**config.mk**
```make
export PLATFORM = sky130hd
export DESIGN_NAME = puf_sum_eval
export DESIGN_NICKNAME = d
export VERILOG_FILES = /design/src/rtl/puf_eval_pkg.sv /design/src/rtl/puf_stage_route.sv /design/src/rtl/puf_seq_ctrl.sv /design/src/rtl/puf_diff_acc.sv /design/src/rtl/puf_sum_eval.sv
export SDC_FILE = /design/constraint.sdc
export NUM_CORES = 1
export LEC_CHECK = 0
export ABC_AREA = 1
export BUFFER_PORTS_ARGS = -buffer_cell sky130_fd_sc_hd__clkbuf_2
export CAP_MARGIN = 20
export CELL_PAD_IN_SITES_DETAIL_PLACEMENT = 1
export CELL_PAD_IN_SITES_GLOBAL_PLACEMENT = 1
export CORE_MARGIN = 3
export CORE_UTILIZATION = 40
export CTS_BUF_LIST = sky130_fd_sc_hd__clkbuf_16
export DETAILED_ROUTE_END_ITERATION = 16
export GPL_TIMING_DRIVEN = 0
export PLACE_DENSITY = 0.89
export SLEW_MARGIN = 30
export SYNTH_ARGS = -nofsm -noshare
export SYNTH_HDL_FRONTEND = slang
export SYNTH_SLANG_ARGS = --single-unit
```
**constraint.sdc**
```tcl
create_clock -name clk_i -period 4.1 [get_ports clk_i]
set_input_delay 0.41 -clock clk_i [delete_from_list [all_inputs] [get_ports clk_i]]
set_output_delay 0.41 -clock clk_i [all_outputs]
set_load 0.03 [all_outputs]
```
**src/rtl/puf_eval_pkg.sv**
```systemverilog
package puf_eval_pkg;
  // sum of n differences of w-bit unsigned counts, plus sign
  function automatic int unsigned diff_width(int unsigned n, int unsigned w);
    return w + $clog2(n) + 1;
  endfunction
endpackage

```
**src/rtl/puf_stage_route.sv**
```systemverilog
module puf_stage_route #(
  parameter int unsigned CNT_W = 16
) (
  input  logic                    swap_i,
  input  logic [CNT_W-1:0]        cnt_a_i,
  input  logic [CNT_W-1:0]        cnt_b_i,
  output logic signed [CNT_W:0]   delta_o
);
  logic signed [CNT_W:0] a_s, b_s;
  assign a_s = $signed({1'b0, cnt_a_i});
  assign b_s = $signed({1'b0, cnt_b_i});
  // contribution to (upper - lower)
  assign delta_o = swap_i ? (b_s - a_s) : (a_s - b_s);
endmodule

```
**src/rtl/puf_seq_ctrl.sv**
```systemverilog
module puf_seq_ctrl #(
  parameter int unsigned N_STAGES = 64
) (
  input  logic                clk_i,
  input  logic                rst_ni,
  input  logic                start_i,
  input  logic [N_STAGES-1:0] chal_i,
  input  logic                valid_i,
  output logic                busy_o,
  output logic                accept_o,
  output logic                clear_o,
  output logic                swap_o,
  output logic                done_o
);
  localparam int unsigned IDX_W = (N_STAGES > 1) ? $clog2(N_STAGES) : 1;
  localparam logic [IDX_W-1:0] LAST_IDX = IDX_W'(N_STAGES - 1);

  logic [N_STAGES-1:0] chal_q;
  logic [IDX_W-1:0]    idx_q;
  logic                busy_q, done_q;
  logic                last_stage;

  assign last_stage = (idx_q == LAST_IDX);
  assign clear_o    = start_i;
  assign accept_o   = busy_q & valid_i & ~start_i;
  assign swap_o     = chal_q[idx_q];
  assign busy_o     = busy_q;
  assign done_o     = done_q;

  always_ff @(posedge clk_i or negedge rst_ni) begin
    if (!rst_ni) begin
      chal_q <= '0;
      idx_q  <= '0;
      busy_q <= 1'b0;
      done_q <= 1'b0;
    end else if (start_i) begin
      chal_q <= chal_i;
      idx_q  <= '0;
      busy_q <= 1'b1;
      done_q <= 1'b0;
    end else begin
      done_q <= 1'b0;
      if (accept_o) begin
        if (last_stage) begin
          idx_q  <= '0;
          busy_q <= 1'b0;
          done_q <= 1'b1;
        end else begin
          idx_q <= idx_q + 1'b1;
        end
      end
    end
  end

  AST_DONE_SINGLE: assert property (@(posedge clk_i) disable iff (!rst_ni)
    done_q |=> !done_q);
  AST_DONE_ENDS_RUN: assert property (@(posedge clk_i) disable iff (!rst_ni)
    $rose(done_q) |-> (!busy_q && $past(busy_q) && $past(valid_i)));
  AST_START_WINS: assert property (@(posedge clk_i) disable iff (!rst_ni)
    start_i |=> (busy_q && !done_q));
endmodule

```
**src/rtl/puf_diff_acc.sv**
```systemverilog
module puf_diff_acc #(
  parameter int unsigned CNT_W  = 16,
  parameter int unsigned DIFF_W = 23
) (
  input  logic                     clk_i,
  input  logic                     rst_ni,
  input  logic                     clear_i,
  input  logic                     add_i,
  input  logic signed [CNT_W:0]    delta_i,
  output logic signed [DIFF_W-1:0] acc_o
);
  logic signed [DIFF_W-1:0] acc_q;

  always_ff @(posedge clk_i or negedge rst_ni) begin
    if (!rst_ni)      acc_q <= '0;
    else if (clear_i) acc_q <= '0;
    else if (add_i)   acc_q <= acc_q + DIFF_W'(delta_i);
  end

  assign acc_o = acc_q;

  AST_CLEAR_ZERO: assert property (@(posedge clk_i) disable iff (!rst_ni)
    clear_i |=> (acc_q == '0));
  AST_HOLD_IDLE: assert property (@(posedge clk_i) disable iff (!rst_ni)
    (!add_i && !clear_i) |=> $stable(acc_q));
endmodule

```
**src/rtl/puf_sum_eval.sv**
```systemverilog
module puf_sum_eval
  import puf_eval_pkg::*;
#(
  parameter int unsigned N_STAGES = 64,
  parameter int unsigned CNT_W    = 16,
  parameter int unsigned DIFF_W   = diff_width(N_STAGES, CNT_W),
  parameter int unsigned CONF_W   = DIFF_W - 1
) (
  input  logic                clk_i,
  input  logic                rst_ni,
  input  logic                start_i,
  input  logic [N_STAGES-1:0] challenge_i,
  input  logic                pair_valid_i,
  input  logic [CNT_W-1:0]    cnt_a_i,
  input  logic [CNT_W-1:0]    cnt_b_i,
  output logic                busy_o,
  output logic                done_o,
  output logic [DIFF_W-1:0]   diff_o,
  output logic                resp_o,
  output logic [CONF_W-1:0]   conf_o
);
  logic                     accept, clear, swap;
  logic signed [CNT_W:0]    delta;
  logic signed [DIFF_W-1:0] acc;
  logic [DIFF_W-1:0]        mag;

  puf_seq_ctrl #(.N_STAGES(N_STAGES)) i_ctrl (
    .clk_i   (clk_i),
    .rst_ni  (rst_ni),
    .start_i (start_i),
    .chal_i  (challenge_i),
    .valid_i (pair_valid_i),
    .busy_o  (busy_o),
    .accept_o(accept),
    .clear_o (clear),
    .swap_o  (swap),
    .done_o  (done_o)
  );

  puf_stage_route #(.CNT_W(CNT_W)) i_route (
    .swap_i (swap),
    .cnt_a_i(cnt_a_i),
    .cnt_b_i(cnt_b_i),
    .delta_o(delta)
  );

  puf_diff_acc #(.CNT_W(CNT_W), .DIFF_W(DIFF_W)) i_acc (
    .clk_i  (clk_i),
    .rst_ni (rst_ni),
    .clear_i(clear),
    .add_i  (accept),
    .delta_i(delta),
    .acc_o  (acc)
  );

  assign mag    = acc[DIFF_W-1] ? DIFF_W'(-acc) : DIFF_W'(acc);
  assign diff_o = acc;
  assign resp_o = ~acc[DIFF_W-1];
  assign conf_o = mag[CONF_W-1:0];

  AST_DONE_HOLDS: assert property (@(posedge clk_i) disable iff (!rst_ni)
    (done_o && !start_i) |=> $stable(diff_o));
  AST_CONF_MSB: assert property (@(posedge clk_i) disable iff (!rst_ni)
    done_o |-> (mag[DIFF_W-1] == 1'b0));
endmodule

```
==> key figures <==
Worst hold path
  • Worst Hold Class: input pin to flop

Synthesis
  • EDFF count, synth: 0
  • Multiplexer area fraction after synthesis: 0.00148
  • Largest area contributor in the synthesized netlist: dfrtp_1
  • Sequential share of the synthesized area: 0.312
  • Post-synth ARST share: 1.00
  • Netlist cell types: 45
  • Synth Register Bits: 95
  • Commonest cells in the netlist: nand2_1 (365), inv_1 (130), dfrtp_1 (95)
  • Mapped Cells: 1,098
  • Post-synthesis simple-gate area fraction: 0.280
  • Syn Area/Cell: 6.93 sq um
  • Top-area cell type share of the netlist area: 0.312
  • Mapped Nets: 1,262
  • Top cells by area, synth: dfrtp_1 (31%), nand2_1 (18%), ha_1 (10%)
  • Most common cell in the netlist: nand2_1
  • Area fraction in compound gates after synthesis: 0.148
  • XOR/XNOR share of the synthesized area: 0.0564
  • Main combinational cell family by area after synthesis: simple AND/OR/NAND/NOR gates
  • Post-Synthesis Cell Area: 0.00761 sq mm
  • Ys flop type: dfrtp_1
  • Adder-cell share of the synthesized area: 0.108
  • Yosys Warn Count: 0

STA
  • Final Setup Violations: 0
  • WHS: 0.245 ns
  • Worst-margin pin slew: 0.653 ns
  • F_max: 253 MHz
  • Skew final: 0.00972 ns
  • Final hold viol count: 0
  • Slew margin rel.: 0.565
  • Min cycle time layout: 3.95 ns
  • Max-slew violations: 0
  • Fin crit share: 0.964

GRT
  • Global-route usage over all layers: 0.245
  • Initial antenna violation count: 0
  • Total congestion overflow: 0
  • First-pass GRT wire length: 40.7 mm
  • Vias in the first global route: 8,335
  • Largest net degree at the start of global routing: 68

CTS
  • Clk slew on worst S/H paths: 0.07 ns
  • Total CTS buffers: 9
  • Root Driver: clkbuf_16
  • Total clock sinks: 95
  • Max clock buf depth: 2
  • CTS tree: yes
  • H-tree depth: 3
  • Worst-skew pair later-pin latency: 0.36 ns

Final layout
  • Final Util: 0.499
  • Fill count: 2,478
  • Synthesis-to-layout area growth: 20.2%
  • Layout Nets: 1,429
  • Antenna diodes: 0
  • Share of cells above drive strength 1: 0.168
  • Multi-input logic area: 0.00464 sq mm
  • Register Area: 0.00238 sq mm

Floorplan
  • Starting Density: 0.415
  • Placeable Area: 0.0183 sq mm
  • Boundary pin count: 148
  • Rows: 49
  • Die H: 144 microns
  • Die area: 0.0207 sq mm
  • Die X: 144 microns

Worst setup path
  • Crit-path max FO: 10
  • Crit path top cell by count: nand3_1
  • Worst Setup Start Kind: flop
  • Slowest stage delay, CP: 0.41 ns
  • Crit-path cells: buf_6 > inv_4 > buf_6 > nand2_1 > nand3_1 > nand3_1 > nand3_1 > nand3_1 > nand3_4 > nand2_4 > buf_6 > o21ai_1 > xnor2_1 > inv_1 > ha_1 > nand2_1 > o21ai_4 > nand3_1 > and2_1 > o21ai_0 > xnor2_1 > o22ai_1
  • Critical Path AT: 4.15 ns
  • CP bufs+invs: 5
  • Slowest cell on the critical path: dfrtp_1
  • Delay-heaviest family, CP: simple AND/OR/NAND/NOR gates
  • Kind of critical path: flop to flop
  • Worst EP required: 4.30 ns
  • Crit end category: flop

Power
  • Leak: 4.92 nW
  • Reg power frac: 0.238
  • Clock share of power: 0.155
  • Switching Share: 0.519
  • Power density cells: 586 mW/mm^2
  • Power share of the combinational group: 0.607
  • Internal power: 2.58 mW
  • Final Power: 5.36 mW
  • Worst vdd ir: 0.000241 V
  • Sw power: 2.78 mW

Place
  • GP Congestion: 0.882
  • Dpl hpwl: 20.6 mm
  • Port Buffer Count: 146

Run status
  • Status: completed

Routing
  • Drt drc: 0
  • Wire per inst: 17.2 microns
  • Drt first-iter violations: 332
  • First-pass DRT Iterations: 5
  • WL final: 25.9 mm
  • Antenna-violating nets left: 0
  • Via count: 8,097
  • Via density: 5.40

Flow run
  • Max_cap viols: 0
## logic make-up (layout without fill, tap and decap cells)
| group | Yosys count | in the layout |
|---|---|---|
| and+or+nand+nor | 519 | 519 |
| AOI/OAI and AO/OA | 201 | 201 |
| buffers and inverters | 169 | 341 |
| DFF | 95 | 95 |
| adders and majority gates | 64 | 64 |
| xor gates and xnor gates | 49 | 49 |
| muxes | 1 | 1 |
## repair_timing
action	CTS	global route
endpoints found under the setup margin	9	14
buffers inserted	0	8
hold buffers	1	0
hold endpoints to repair	28	0
pin swaps	0	5
resized for setup	5	27
## cell type report
| cell class | instances | area share |
|---|---|---|
| plain buffers | 35 | 0.0224 |
| inverters | 134 | 0.0553 |
| flip-flops and latches | 95 | 0.260 |
| clock inverters | 7 | 0.00725 |
| multi-input cells | 834 | 0.508 |
| repair buffers | 156 | 0.0915 |
| well taps | 229 | 0.0313 |
| clock buffers | 9 | 0.0246 |
## flip-flops by register name, indices dropped and copies added, names as in the netlist
register,cells
i_ctrl.done_o,1
i_acc.acc_o,23
i_ctrl.idx_q,6
i_ctrl.busy_o,1
i_ctrl.chal_q,64
## worst min-delay path, delay by kind of cell
kind          cells  cell delay (ns)
simple gates      2             0.09
buf+inv           1             0.07
## layer usage
metal	track usage	share of wire
met5	0	0
met4	0.0679	0.018
met3	0.0409	0.048
met2	0.433	0.50
met1	0.310	0.43
## power groups by stage
stage / combinational, mW / sequential (mW) / clock (mW)
floorplan: 2.02 / 1.40 / 0
global placement: 2.95 / 1.27 / 0
detailed placement: 3.05 / 1.29 / 0
CTS: 3.09 / 1.27 / 0.850
global route: 3.56 / 1.30 / 0.883
finish: 3.25 / 1.27 / 0.829
## path summary, 6_finish.rpt
path	slack (ns)	to	start	depth (start not counted)
min	0.25	i_ctrl.chal_q[53]	challenge_i[53]	3
min in group asynchronous	0.51	i_acc.acc_o[17]	rst_ni	2
max reg2reg	0.15	i_acc.acc_o[8]	i_ctrl.idx_q[0]	22
min reg2reg	0.47	i_ctrl.chal_q[25]	i_ctrl.chal_q[25]	2
max	0.15	i_acc.acc_o[8]	i_ctrl.idx_q[0]	22
max in group asynchronous	2.95	i_ctrl.chal_q[43]	rst_ni	3
## metrics by stage
| stage | setup TNS (ns) | cell area, sq um | std cells | worst slack, ns |
|---|---|---|---|---|
| 6_report | 0 | 9150 | 1499 | 0.147 |
| 5_1_grt | -0.175 | 9150 | 1499 | -0.0610 |
| 4_1_cts | 0 | 8970 | 1491 | 0.0212 |
| 3_5_place_dp | -1.71 | 8660 | 1474 | -0.432 |
| 3_3_place_gp | -0.477 | 8630 | 1473 | -0.212 |
| 2_1_floorplan | 0 | 7610 | 1098 | 0.721 |
## layout by cell type (no fill, tap or decap), types with 4 or more instances in the layout
cell         n
a211oi_1     4
a21o_1       6
a21oi_1     65
a21oi_2      6
a31oi_1      7
buf_4       10
buf_6        8
clkbuf_1    21
clkbuf_16    9
clkbuf_2   145
dfrtp_1     95
ha_1        58
inv_1      130
nand2_1    363
nand3_1     60
nand4_1      8
nor2_1      60
nor3_1      13
o21ai_0     56
o21ai_1     15
o21bai_1     5
o22ai_1     15
xnor2_1     18
xor2_1      31
Note: power is estimated with default switching activity, not from simulation.
